<file path="src/rtl/mac_wake_pkg.sv">
package mac_wake_pkg;
   localparam int unsigned BIT_RST   = 0;
   localparam int unsigned BIT_EN    = 1;
   localparam int unsigned BIT_ARM   = 2;
   localparam int unsigned BIT_SLEEP = 3;
   localparam int unsigned BIT_TS    = 4;
   localparam int unsigned NBITS     = 5;

   typedef struct packed {
      logic ts;
      logic sleep;
      logic arm;
      logic en;
   } ctl_bits_t;
endpackage

</file>
<file path="src/rtl/mac_wake_ctlreg.sv">
module mac_wake_ctlreg
   import mac_wake_pkg::*;
(
   input  logic             clk,
   input  logic             rst_n,
   input  logic             wr_ctl,
   input  logic [NBITS-1:0] wbits,
   input  logic             bus_err,
   output ctl_bits_t        ctl_q,
   output logic             en_drop,
   output logic             rst_cmd
);
   ctl_bits_t ctl_d;

   always_comb begin
      ctl_d = ctl_q;
      if (wr_ctl) begin
         ctl_d.en    = wbits[BIT_EN] & ~wbits[BIT_RST];
         ctl_d.arm   = wbits[BIT_ARM];
         ctl_d.sleep = wbits[BIT_SLEEP];
         ctl_d.ts    = wbits[BIT_TS];
      end
      if (bus_err) ctl_d.en = 1'b0;
   end

   assign en_drop = ctl_q.en & ~ctl_d.en;
   assign rst_cmd = wr_ctl & wbits[BIT_RST];

   always_ff @(posedge clk or negedge rst_n) begin
      if (!rst_n) ctl_q <= '0;
      else        ctl_q <= ctl_d;
   end

   a_r3_buserr_kills_en: assert property (@(posedge clk) disable iff (!rst_n)
      bus_err |=> !ctl_q.en);
   a_r2_rstcmd_kills_en: assert property (@(posedge clk) disable iff (!rst_n)
      (wr_ctl && wbits[BIT_RST]) |=> !ctl_q.en);
endmodule

</file>
<file path="src/rtl/mac_wake_pulse.sv">
module mac_wake_pulse (
   input  logic clk,
   input  logic rst_n,
   input  logic en_drop,
   input  logic rst_cmd,
   input  logic tx_busy,
   input  logic en_now,
   output logic dma_rst,
   output logic tx_abort
);
   logic drop_q, cmd_q, abort_q;

   always_ff @(posedge clk or negedge rst_n) begin
      if (!rst_n) begin
         drop_q  <= 1'b0;
         cmd_q   <= 1'b0;
         abort_q <= 1'b0;
      end else begin
         drop_q  <= en_drop;
         cmd_q   <= rst_cmd;
         abort_q <= en_drop & tx_busy;
      end
   end

   assign dma_rst  = drop_q | cmd_q;
   assign tx_abort = abort_q;

   a_r7_fall_gives_reset: assert property (@(posedge clk) disable iff (!rst_n)
      $fell(en_now) |-> dma_rst);
   a_r8_abort_with_reset: assert property (@(posedge clk) disable iff (!rst_n)
      tx_abort |-> (dma_rst && !en_now));
   a_r8_abort_single: assert property (@(posedge clk) disable iff (!rst_n)
      tx_abort |=> !tx_abort);
endmodule

</file>
<file path="src/rtl/mac_wake_flag.sv">
module mac_wake_flag (
   input  logic clk,
   input  logic rst_n,
   input  logic seen,
   input  logic armed,
   input  logic clr,
   output logic flag
);
   logic hit;
   assign hit = seen & armed;

   always_ff @(posedge clk or negedge rst_n) begin
      if (!rst_n)   flag <= 1'b0;
      else if (hit) flag <= 1'b1;
      else if (clr) flag <= 1'b0;
   end

   a_r5_detect_sets: assert property (@(posedge clk) disable iff (!rst_n)
      (seen && armed) |=> flag);
   a_r6_clear_works: assert property (@(posedge clk) disable iff (!rst_n)
      (clr && !(seen && armed)) |=> !flag);
   a_r5_no_rise_unarmed: assert property (@(posedge clk) disable iff (!rst_n)
      $rose(flag) |-> $past(seen && armed));
endmodule

</file>
<file path="src/rtl/mac_wake_ctl.sv">
module mac_wake_ctl
   import mac_wake_pkg::*;
#(
   parameter int unsigned DW        = 32,
   parameter int unsigned AW        = 4,
   parameter int unsigned CTL_ADDR  = 0,
   parameter int unsigned WAKE_ADDR = 1
) (
   input  logic          clk,
   input  logic          rst_n,
   input  logic          wr_en,
   input  logic [AW-1:0] addr,
   input  logic [DW-1:0] wr_data,
   output logic [DW-1:0] rd_data,
   input  logic          bus_err_i,
   input  logic          magic_seen_i,
   input  logic          tx_busy_i,
   output logic          mac_en_o,
   output logic          ts_mode_o,
   output logic          sleep_o,
   output logic          magic_arm_o,
   output logic          wake_irq_o,
   output logic          dma_rst_o,
   output logic          tx_abort_o
);
   localparam int unsigned PAD = DW - NBITS;
   localparam logic [AW-1:0] A_CTL  = AW'(CTL_ADDR);
   localparam logic [AW-1:0] A_WAKE = AW'(WAKE_ADDR);

   if (DW < NBITS) begin : g_dw_chk
      $error("DW too small for the control fields");
   end
   if (CTL_ADDR == WAKE_ADDR || CTL_ADDR >= (1 << AW) || WAKE_ADDR >= (1 << AW)) begin : g_addr_chk
      $error("register addresses overlap or do not fit AW");
   end

   if (PAD > 0) begin : g_pad
      logic unused_hi;
      assign unused_hi = ^wr_data[DW-1:NBITS];
   end

   ctl_bits_t ctl_q;
   logic en_drop, rst_cmd, wr_ctl, wr_wake, flag;

   assign wr_ctl  = wr_en && (addr == A_CTL);
   assign wr_wake = wr_en && (addr == A_WAKE);

   mac_wake_ctlreg u_reg (
      .clk     (clk),
      .rst_n   (rst_n),
      .wr_ctl  (wr_ctl),
      .wbits   (wr_data[NBITS-1:0]),
      .bus_err (bus_err_i),
      .ctl_q   (ctl_q),
      .en_drop (en_drop),
      .rst_cmd (rst_cmd)
   );

   mac_wake_pulse u_pulse (
      .clk      (clk),
      .rst_n    (rst_n),
      .en_drop  (en_drop),
      .rst_cmd  (rst_cmd),
      .tx_busy  (tx_busy_i),
      .en_now   (ctl_q.en),
      .dma_rst  (dma_rst_o),
      .tx_abort (tx_abort_o)
   );

   mac_wake_flag u_flag (
      .clk   (clk),
      .rst_n (rst_n),
      .seen  (magic_seen_i),
      .armed (magic_arm_o),
      .clr   (wr_wake & wr_data[0]),
      .flag  (flag)
   );

   assign mac_en_o    = ctl_q.en;
   assign ts_mode_o   = ctl_q.ts;
   assign sleep_o     = ctl_q.sleep;
   assign magic_arm_o = ctl_q.sleep & ctl_q.arm;
   assign wake_irq_o  = flag;

   always_comb begin
      rd_data = '0;
      if (addr == A_CTL) begin
         rd_data[BIT_EN]    = ctl_q.en;
         rd_data[BIT_ARM]   = ctl_q.arm;
         rd_data[BIT_SLEEP] = ctl_q.sleep;
         rd_data[BIT_TS]    = ctl_q.ts;
      end else if (addr == A_WAKE) begin
         rd_data[0] = flag;
      end
   end

   a_r2_rst_reads_zero: assert property (@(posedge clk) disable iff (!rst_n)
      rd_data[BIT_RST] == ((addr == A_WAKE) && wake_irq_o));
   a_r10_unmapped_zero: assert property (@(posedge clk) disable iff (!rst_n)
      (addr != A_CTL && addr != A_WAKE) |-> (rd_data == '0));
endmodule

</file>
<file path="config.mk">
export PLATFORM = sky130hd
export DESIGN_NAME = mac_wake_ctl
export DESIGN_NICKNAME = d
export VERILOG_FILES = /design/src/rtl/mac_wake_pkg.sv /design/src/rtl/mac_wake_ctlreg.sv /design/src/rtl/mac_wake_pulse.sv /design/src/rtl/mac_wake_flag.sv /design/src/rtl/mac_wake_ctl.sv
export SDC_FILE = /design/constraint.sdc
export NUM_CORES = 1
export LEC_CHECK = 0
export BUFFER_PORTS_ARGS = -buffer_cell sky130_fd_sc_hd__buf_2
export CORE_UTILIZATION = 33
export DETAILED_ROUTE_END_ITERATION = 7
export HOLD_SLACK_MARGIN = 0.08
export PLACE_DENSITY_LB_ADDON = 0.2
export SKIP_CTS_REPAIR_TIMING = 1
export SLEW_MARGIN = 15
export SYNTH_ARGS = -nofsm -noshare
export SYNTH_HDL_FRONTEND = slang
export SYNTH_SLANG_ARGS = --single-unit
</file>
<file path="constraint.sdc">
create_clock -name clk -period 2.2 [get_ports clk]
set_input_delay 0.44 -clock clk [delete_from_list [all_inputs] [get_ports clk]]
set_output_delay 0.44 -clock clk [all_outputs]
set_load 0.05 [all_outputs]
</file>
==> impl_metrics.py, run 1 <==
metrics = {
    "synth": {
        "async_flop_share": 1.000,
        "ys_top_cells_by_area": "buf_4 33%, dfrtp_1 33%, and2_1 6.2%, mux2_2 5.6%, nor4_4 3.5%",
        "synth_top_area_frac": 0.3340,
        "synthFlopType": "dfrtp_1",
        "synth_edf_count": 0,
        "yosys_warnings": 0,
        "avgSynthCellArea_um2": 9.788,
        "yosysMostFrequentCell": "buf_4",
        "synthTopCellsByCount": "27 x buf_4, 8 x dfrtp_1, 6 x and2_1",
        "synth.largest_area_cell": "buf_4",
        "ys_seq_area_frac": 0.3299,
        "netlist_instances": 62,
        "syn_area_um2": 606.8,
        "synth_seq_cells": 8,
        "synth_cell_types": 19,
    },
    "placed_design": {
        "gp_congestion": 0.6585,
        "port_buffers": 26,
        "place_ws_ns": 0.3198,
        "place_inst": 112,
        "dp.final_hpwl_um": 762.6,
        "dpl_cell_area_um2": 663.1,
    },
    "clocking": {
        "numCtsBuffers": 3,
        "clk_pin_slew_worst_paths_ns": 0.05,
        "clk_path_buf_depth": 2,
        "htreeDepth": 1,
        "clk_latency_ns": 0.25,
        "clock-sinks": 8,
        "cts_tree": "yes",
        "cts_root_buffer": "clkbuf_4",
    },
    "detailed_routing": {
        "viasPerCell": 3.733,
        "vias": 433,
        "drc_errors": 0,
        "firstDrtPassIters": 4,
        "initialDrtViolationCount": 7,
        "drt_wl_total_um": 945,
        "wl_per_cell_um": 8.147,
        "ant_nets": 0,
    },
    "global_route": {
        "antenna_found_initial": 0,
        "grt_overflow": 0,
        "first_global_vias": 309,
        "grt_max_degree": 9,
        "grt_pass1_wl_um": 1317,
        "grt_usage": 0.09764,
    },
    "worst_setup_path": {
        "cp_max_fo": 7,
        "critPathKind": "input port to primary output",
        "critPathLaunchType": "input port",
        "crit_family": "simple AND/OR/NAND/NOR gates",
        "path_cells": "buf_2 > nor4_4 > and2_1 > buf_2",
        "r2r_cells": 3,
        "cp.required_ns": 1.76,
        "path_buf_inv": 2,
        "cp_common_cell": "buf_2",
        "arrival_ns": 1.42,
        "critPathCaptureType": "primary output",
        "slowest_delay_ns": 0.41,
        "cp_slowest_cell": "nor4_4",
        "path_depth": 4,
    },
    "sta": {
        "timing.setup.tns_ns": 0,
        "clock_skew_ns": 0.001475,
        "hold_ws_ns": 0.3593,
        "fmax_mhz": 536.7,
        "slew_viol_final": 0,
        "setup_viol": 0,
        "period_share": 0.8470,
        "finalHoldViolCount": 0,
        "layout_setup_ws_ns": 0.3366,
        "grt_setup_unrepaired": "false",
        "fin_crit_ns": 1.863,
    },
    "finish": {
        "layout-drive-gt1-share": 0.3956,
        "diodes": 0,
        "stdcell_count": 116,
        "final_nets": 135,
        "final_util": 0.4029,
        "final_area_um2": 695.7,
        "syn_to_final_growth_pct": 14.64,
    },
    "die": {
        "dieHeight_um": 44.88,
        "ios": 81,
        "initial_utilization": 0.3514,
        "die_w_um": 44.88,
        "fp.coreArea_um2": 1727,
        "dieArea_um2": 2014,
        "core.rowCount": 15,
    },
    "worst_hold_path": {
        "whs_path_depth": 2,
        "hp-class": "input port to register",
    },
    "power": {
        "p_leak_nw": 0.4019,
        "irDropWorstVdd_v": 0.0003043,
        "power_density_nw_per_um2": 799.6,
        "finalPower_mw": 0.5562,
    },
    "run_status": {
        "status": "finished clean",
    },
    "job": {
        "drv_cap": 0,
    },
}
-- flip-flops by register name, summed over array words and instances, names as in the netlist --
register and flops:
u_flag.flag 1, u_reg.ctl_q 4, u_pulse.cmd_q 1, u_pulse.drop_q 1, u_pulse.tx_abort 1
-- routing by layer --
layer | track usage | share of wire | up-vias
met1 | 0.1055 | 0.41 | 192
li1 | - | - | 209
met5 | 0 | 0 | -
met2 | 0.1500 | 0.46 | 32
met4 | 0.03636 | 0 | 0
met3 | 0.06800 | 0.13 | 0
-- worst register-to-register path, delay by kind of cell (launching register included) --
family          cells  cell delay (ns)
compound gates      1             0.18
flops               1             0.39
simple gates        2             0.25
-- power breakdown --
part           internal, mW  switching, mW  total (mW)
Combinational        0.0466          0.214       0.260
Clock                0.0625         0.0503       0.113
Sequential            0.169         0.0141       0.183
Total                 0.278          0.278       0.556
-- cell usage in the layout (no fill, tap or decap) --
cell	netlist	layout
a21oi_1	1	1
nand4_1	1	1
o21ai_0	1	1
buf_2	0	26
nor2b_1	1	1
nor4_4	1	1
or2_2	1	1
dlygate4sd3_1	0	1
dfrtp_1	8	8
a22o_1	1	1
nand3_1	1	1
nand2_1	3	3
clkbuf_4	0	3
and3_1	2	2
or4_4	1	1
nor3_1	1	1
and2_1	6	6
mux2_2	3	3
inv_1	1	1
o31ai_4	1	1
conb_1	1	27
-- logic make-up (layout without fill, tap and decap cells) --
family                 after synthesis  count (layout)  synth area share
buffers and inverters               28              31            0.3402
AO/OA/AOI/OAI                        4               4           0.06597
multiplexers                         3               3           0.05567
other                                1              27          0.006180
AND/OR/NAND/NOR                     18              18            0.2021
flip-flops                           8               8            0.3299
-- cell type report --
cell class / count / area, um^2
fillers: 190 / 1031
flip-flops and latches: 8 / 200.2
multi-input cells: 52 / 297.8
well taps: 25 / 31.28
clock buffers: 3 / 22.52
inverters: 1 / 3.754
repair buffers: 27 / 140.1
-- final timing paths --
check                               startpoint                to  slack [ns]
worst max-delay path                   addr[1]        rd_data[2]        0.34
worst min-delay path                 bus_err_i    u_reg.ctl_q[0]        0.36
worst max register to register  u_reg.ctl_q[0]  u_pulse.tx_abort        1.33
max in group asynchronous                rst_n    u_reg.ctl_q[2]        1.48
min in group asynchronous                rst_n    u_pulse.drop_q        0.56
worst min register to register  u_reg.ctl_q[1]    u_reg.ctl_q[1]        0.51
(Power assumes the default switching activity.)
==> run 2, diff against run 1 <==
--- a/config.mk
+++ b/config.mk
@@ -6,7 +6,7 @@
 export NUM_CORES = 1
 export LEC_CHECK = 0
 export BUFFER_PORTS_ARGS = -buffer_cell sky130_fd_sc_hd__buf_2
-export CORE_UTILIZATION = 33
+export CORE_UTILIZATION = 30
 export DETAILED_ROUTE_END_ITERATION = 7
 export HOLD_SLACK_MARGIN = 0.08
 export PLACE_DENSITY_LB_ADDON = 0.2
==> constraint.sdc (replaced) <==
create_clock -name clk -period 1.8 [get_ports clk]
set_input_delay 0.36 -clock clk [delete_from_list [all_inputs] [get_ports clk]]
set_output_delay 0.36 -clock clk [all_outputs]
set_load 0.05 [all_outputs]
==> impl_metrics.py, run 2 (synthesis results as in run 1) <==
metrics = {
    "power": {
        "p_int_mw": 0.3398,
        "pwr-share-comb": 0.473,
        "swShare": 0.4951,
        "irDropWorstVdd_v": 0.0003688,
        "p_sw_mw": 0.3333,
        "seq_power_share": 0.334,
        "pwr-share-clk": 0.193,
        "power_density_nw_per_um2": 967.6,
        "p_leak_nw": 0.4019,
    },
    "finish": {
        "final_common_cell": "conb_1",
        "diodes": 0,
        "final_cell_mix": "27 x conb_1, 26 x buf_2, 8 x dfrtp_1",
        "final_area_um2": 695.7,
        "max_flop_register": "u_reg.ctl_q",
        "largest_reg_flops": 4,
        "final_nets": 135,
        "syn_to_final_growth_pct": 14.64,
        "layout-drive-gt1-share": 0.3956,
        "n_fill_cell": 205,
        "stdcell_count": 116,
    },
    "global_route": {
        "grt_overflow": 0,
        "antenna_found_initial": 0,
        "grt_pass1_wl_um": 1393,
        "grt_max_degree": 9,
        "grt_usage": 0.09690,
        "first_global_vias": 340,
    },
    "sta": {
        "slew_viol_final": 0,
        "setup_viol": 0,
        "timing.setup.tns_ns": 0,
        "fin_crit_ns": 1.714,
        "clock_skew_ns": 0.00009073,
        "period_share": 0.9520,
        "grt_setup_unrepaired": "false",
        "fmax_mhz": 583.5,
        "layout_setup_ws_ns": 0.08633,
        "finalHoldViolCount": 0,
    },
    "die": {
        "initial_utilization": 0.3368,
        "die_w_um": 46.98,
        "dieArea_um2": 2207,
        "dieHeight_um": 46.98,
        "ios": 81,
        "fp.coreArea_um2": 1802,
        "core.rowCount": 15,
    },
    "detailed_routing": {
        "wl_per_cell_um": 8.155,
        "drc_errors": 0,
        "initialDrtViolationCount": 6,
        "vias": 438,
        "ant_nets": 0,
        "viasPerCell": 3.776,
        "drt_wl_total_um": 946,
        "firstDrtPassIters": 2,
    },
    "clocking": {
        "clock-sinks": 8,
        "numCtsBuffers": 3,
        "cts_tree": "yes",
        "cts_root_buffer": "clkbuf_4",
        "clk_path_buf_depth": 2,
        "htreeDepth": 1,
        "clk_latency_ns": 0.24,
        "clk_pin_slew_worst_paths_ns": 0.05,
    },
    "worst_setup_path": {
        "r2r_setup_slack_ns": 0.91,
        "critPathKind": "input port to primary output",
        "r2r_start": "u_reg.ctl_q[1]",
        "reg2reg_to": "u_flag.flag",
        "cp_max_fo": 7,
        "critPathCaptureType": "primary output",
        "critPathLaunchType": "input port",
        "r2r_cells": 2,
        "arrival_ns": 1.35,
        "cp.required_ns": 1.44,
    },
    "placed_design": {
        "place_inst": 112,
        "dp.final_hpwl_um": 813.9,
        "place_ws_ns": 0.07253,
        "gp_congestion": 0.6995,
        "dpl_cell_area_um2": 663.1,
        "port_buffers": 26,
    },
    "worst_hold_path": {
        "min_from": "bus_err_i",
        "min_to": "u_reg.ctl_q[0]",
        "whs_path_depth": 2,
        "hp-class": "input port to register",
    },
    "job": {
        "drv_cap": 0,
    },
    "run_status": {
        "status": "finished clean",
    },
}
run 2: cell counts in the layout (fill, tap and decap cells not counted):
Identical to the previous run, type by type.
run 2: worst max-delay path by stage:
| stage | from | end | slack [ns] | cells past startpoint |
|---|---|---|---|---|
| 6_report | addr[1] | rd_data[4] | 0.09 | 4 |
| 5_1_grt | addr[1] | rd_data[4] | 0.007 | 4 |
| 4_1_cts | addr[1] | rd_data[4] | 0.08 | 4 |
| 3_5_place_dp | addr[1] | rd_data[4] | 0.07 | 4 |
| 3_3_place_gp | addr[1] | rd_data[2] | 0.08 | 4 |
| 2_1_floorplan | addr[1] | rd_data[1] | 0.27 | 2 |
run 2: worst max-delay path, cell delays in order:
cell and delay (ns):
buf_2 0.13, nor4_4 0.43, and2_1 0.18, buf_2 0.26
run 2: layout make-up:
type | count | area, um^2 | area share
multi-input combinational | 52 | 297.8 | 0.4281
sequential | 8 | 200.2 | 0.2878
timing repair buffer | 27 | 140.1 | 0.2014
tap | 25 | 31.28 | 0.04496
clock buffer | 3 | 22.52 | 0.03237
inverter | 1 | 3.754 | 0.005396
run 2: per-stage QoR:
stage	hold slack, ns	utilization	power (mW)
after CTS	-0.05877	0.3806	0.6813
final	0.2762	0.3861	0.6731
after floorplan	0.06441	-	0.5296
after global placement	0.2111	0.3681	0.5457
after global routing	0.2649	0.3861	0.7103
after detailed placement	0.2107	0.3681	0.5462
run 2: power by group through the flow:
stage                     sequential (mW)  combinational (mW)  clock [mW]
after global placement              0.228               0.318           0
after floorplan                     0.301               0.229           0
after CTS                           0.226               0.318       0.138
final                               0.225               0.318       0.130
after global routing                0.228               0.335       0.148
after detailed placement            0.228               0.318           0
run 2: metal layers:
metal | global-route usage | share of wire
met5 | 0 | 0
met4 | 0.03429 | 0.0085
met3 | 0.07308 | 0.12
met2 | 0.1639 | 0.51
met1 | 0.08962 | 0.36
==> run 3, diff against run 2 <==
--- a/config.mk
+++ b/config.mk
@@ -5,6 +5,7 @@
 export SDC_FILE = /design/constraint.sdc
 export NUM_CORES = 1
 export LEC_CHECK = 0
+export ABC_AREA = 1
 export BUFFER_PORTS_ARGS = -buffer_cell sky130_fd_sc_hd__buf_2
 export CORE_UTILIZATION = 30
 export DETAILED_ROUTE_END_ITERATION = 7
==> impl_metrics.py, run 3 <==
metrics = {
    "run_status": {
        "status": "finished clean",
    },
    "synth": {
        "synth_cell_types": 16,
        "synth_top_area_frac": 0.3326,
        "syn_area_um2": 609.3,
        "yosysMostFrequentCell": "buf_4",
        "async_flop_share": 1.000,
        "ys_seq_area_frac": 0.3285,
        "ys_top_cells_by_area": "buf_4 33%, dfrtp_1 33%, inv_1 6.8%, nand2_1 5.5%, nor2_1 3.7%",
        "synth_seq_cells": 8,
        "synthTopCellsByCount": "27 x buf_4, 11 x inv_1, 9 x nand2_1",
        "synth_edf_count": 0,
        "avgSynthCellArea_um2": 7.913,
        "synthFlopType": "dfrtp_1",
        "synth.largest_area_cell": "buf_4",
        "yosys_warnings": 0,
        "netlist_instances": 77,
    },
    "clocking": {
        "clk_path_buf_depth": 2,
        "cts_tree": "yes",
        "clock-sinks": 8,
        "htreeDepth": 1,
        "numCtsBuffers": 3,
        "clk_latency_ns": 0.25,
        "cts_root_buffer": "clkbuf_4",
        "clk_pin_slew_worst_paths_ns": 0.05,
    },
    "worst_hold_path": {
        "hp-class": "input port to register",
        "min_from": "magic_seen_i",
    },
    "detailed_routing": {
        "vias": 462,
        "drc_errors": 0,
        "drt_wl_total_um": 939,
        "ant_nets": 0,
        "wl_per_cell_um": 7.168,
        "initialDrtViolationCount": 7,
        "viasPerCell": 3.527,
        "firstDrtPassIters": 4,
    },
    "sta": {
        "finalHoldViolCount": 0,
        "fmax_mhz": 663.2,
        "fin_crit_ns": 1.508,
        "setup_viol": 0,
        "grt_setup_unrepaired": "false",
        "period_share": 0.8377,
        "timing.setup.tns_ns": 0,
        "clock_skew_ns": 0.0001059,
        "slew_viol_final": 0,
        "hold_ws_ns": 0.3165,
        "layout_setup_ws_ns": 0.2922,
    },
    "finish": {
        "final_util": 0.3849,
        "max_flop_register": "u_reg.ctl_q",
        "final_common_cell": "conb_1",
        "diodes": 0,
        "final_nets": 150,
        "final_cell_mix": "27 x conb_1, 26 x buf_2, 11 x inv_1",
        "largest_reg_flops": 4,
        "syn_to_final_growth_pct": 14.99,
        "layout-drive-gt1-share": 0.3679,
        "final_area_um2": 700.7,
    },
    "worst_setup_path": {
        "setup.worst_path.start": "addr[3]",
        "cp.required_ns": 1.44,
        "critPathLaunchType": "input port",
        "critPathCaptureType": "primary output",
        "r2r_start": "u_reg.ctl_q[0]",
        "critPathKind": "input port to primary output",
        "cp_max_fo": 5,
        "arrival_ns": 1.15,
    },
    "die": {
        "initial_utilization": 0.3347,
        "ios": 81,
        "dieArea_um2": 2215,
        "core.rowCount": 15,
        "fp.coreArea_um2": 1821,
        "die_w_um": 47.07,
        "dieHeight_um": 47.07,
    },
    "global_route": {
        "grt_usage": 0.09278,
        "grt_overflow": 0,
        "first_global_vias": 334,
        "antenna_found_initial": 0,
        "grt_pass1_wl_um": 1317,
        "grt_max_degree": 9,
    },
    "job": {
        "drv_cap": 0,
    },
    "power": {
        "power_density_nw_per_um2": 899.1,
        "p_leak_nw": 0.4486,
        "irDropWorstVdd_v": 0.0002534,
    },
    "placed_design": {
        "dpl_cell_area_um2": 668.1,
        "port_buffers": 26,
        "dp.final_hpwl_um": 822.4,
        "place_ws_ns": 0.2702,
        "gp_congestion": 0.6628,
    },
}
-- run 3: worst max-delay path, cell delays in order --
cell	delay, ns
buf_2	0.11
nor2_4	0.13
nand2_1	0.15
nor2_1	0.12
buf_2	0.27
-- run 3: routing by layer --
metal  vias up  GRT usage  share of wire
li1        233          -              -
met1       191     0.1009           0.43
met2        36     0.1389           0.43
met3         2    0.03462           0.12
met4         0    0.08571          0.016
met5         -          0              0
-- run 3: cell families after synthesis --
group,share of synthesized area
buffers and inverters,0.4066
AND/OR/NAND/NOR,0.2259
AO/OA/AOI/OAI,0.03284
other,0.006154
flip-flops,0.3285
-- run 3: final cells by class --
class / count / area (um^2)
inverter: 12 / 45.04
clock buffer: 3 / 22.52
sequential: 8 / 200.2
fill: 214 / 1120
timing repair buffer: 27 / 140.1
tap: 25 / 31.28
multi-input combinational: 56 / 261.5
-- run 3: power breakdown --
| group | total (mW) | internal [mW] | switching [mW] |
|---|---|---|---|
| Sequential | 0.210 | 0.199 | 0.0106 |
| Clock | 0.133 | 0.0760 | 0.0572 |
| Combinational | 0.287 | 0.0421 | 0.244 |
-- run 3: final timing paths --
path | to | depth (start not counted) | slack, ns
max | rd_data[3] | 5 | 0.29
min | u_flag.flag | 3 | 0.32
max reg2reg | u_pulse.tx_abort | 5 | 0.98
min reg2reg | u_flag.flag | 2 | 0.51
max in group asynchronous | u_pulse.cmd_q | 2 | 1.15
min in group asynchronous | u_reg.ctl_q[2] | 2 | 0.48
-- run 3: per-stage QoR --
stage                     instances  power [mW]
after floorplan                 103      0.4939
after global placement          127      0.4964
after detailed placement        127      0.4988
after CTS                       130      0.6372
after global routing            131      0.6683
final                           131      0.6300
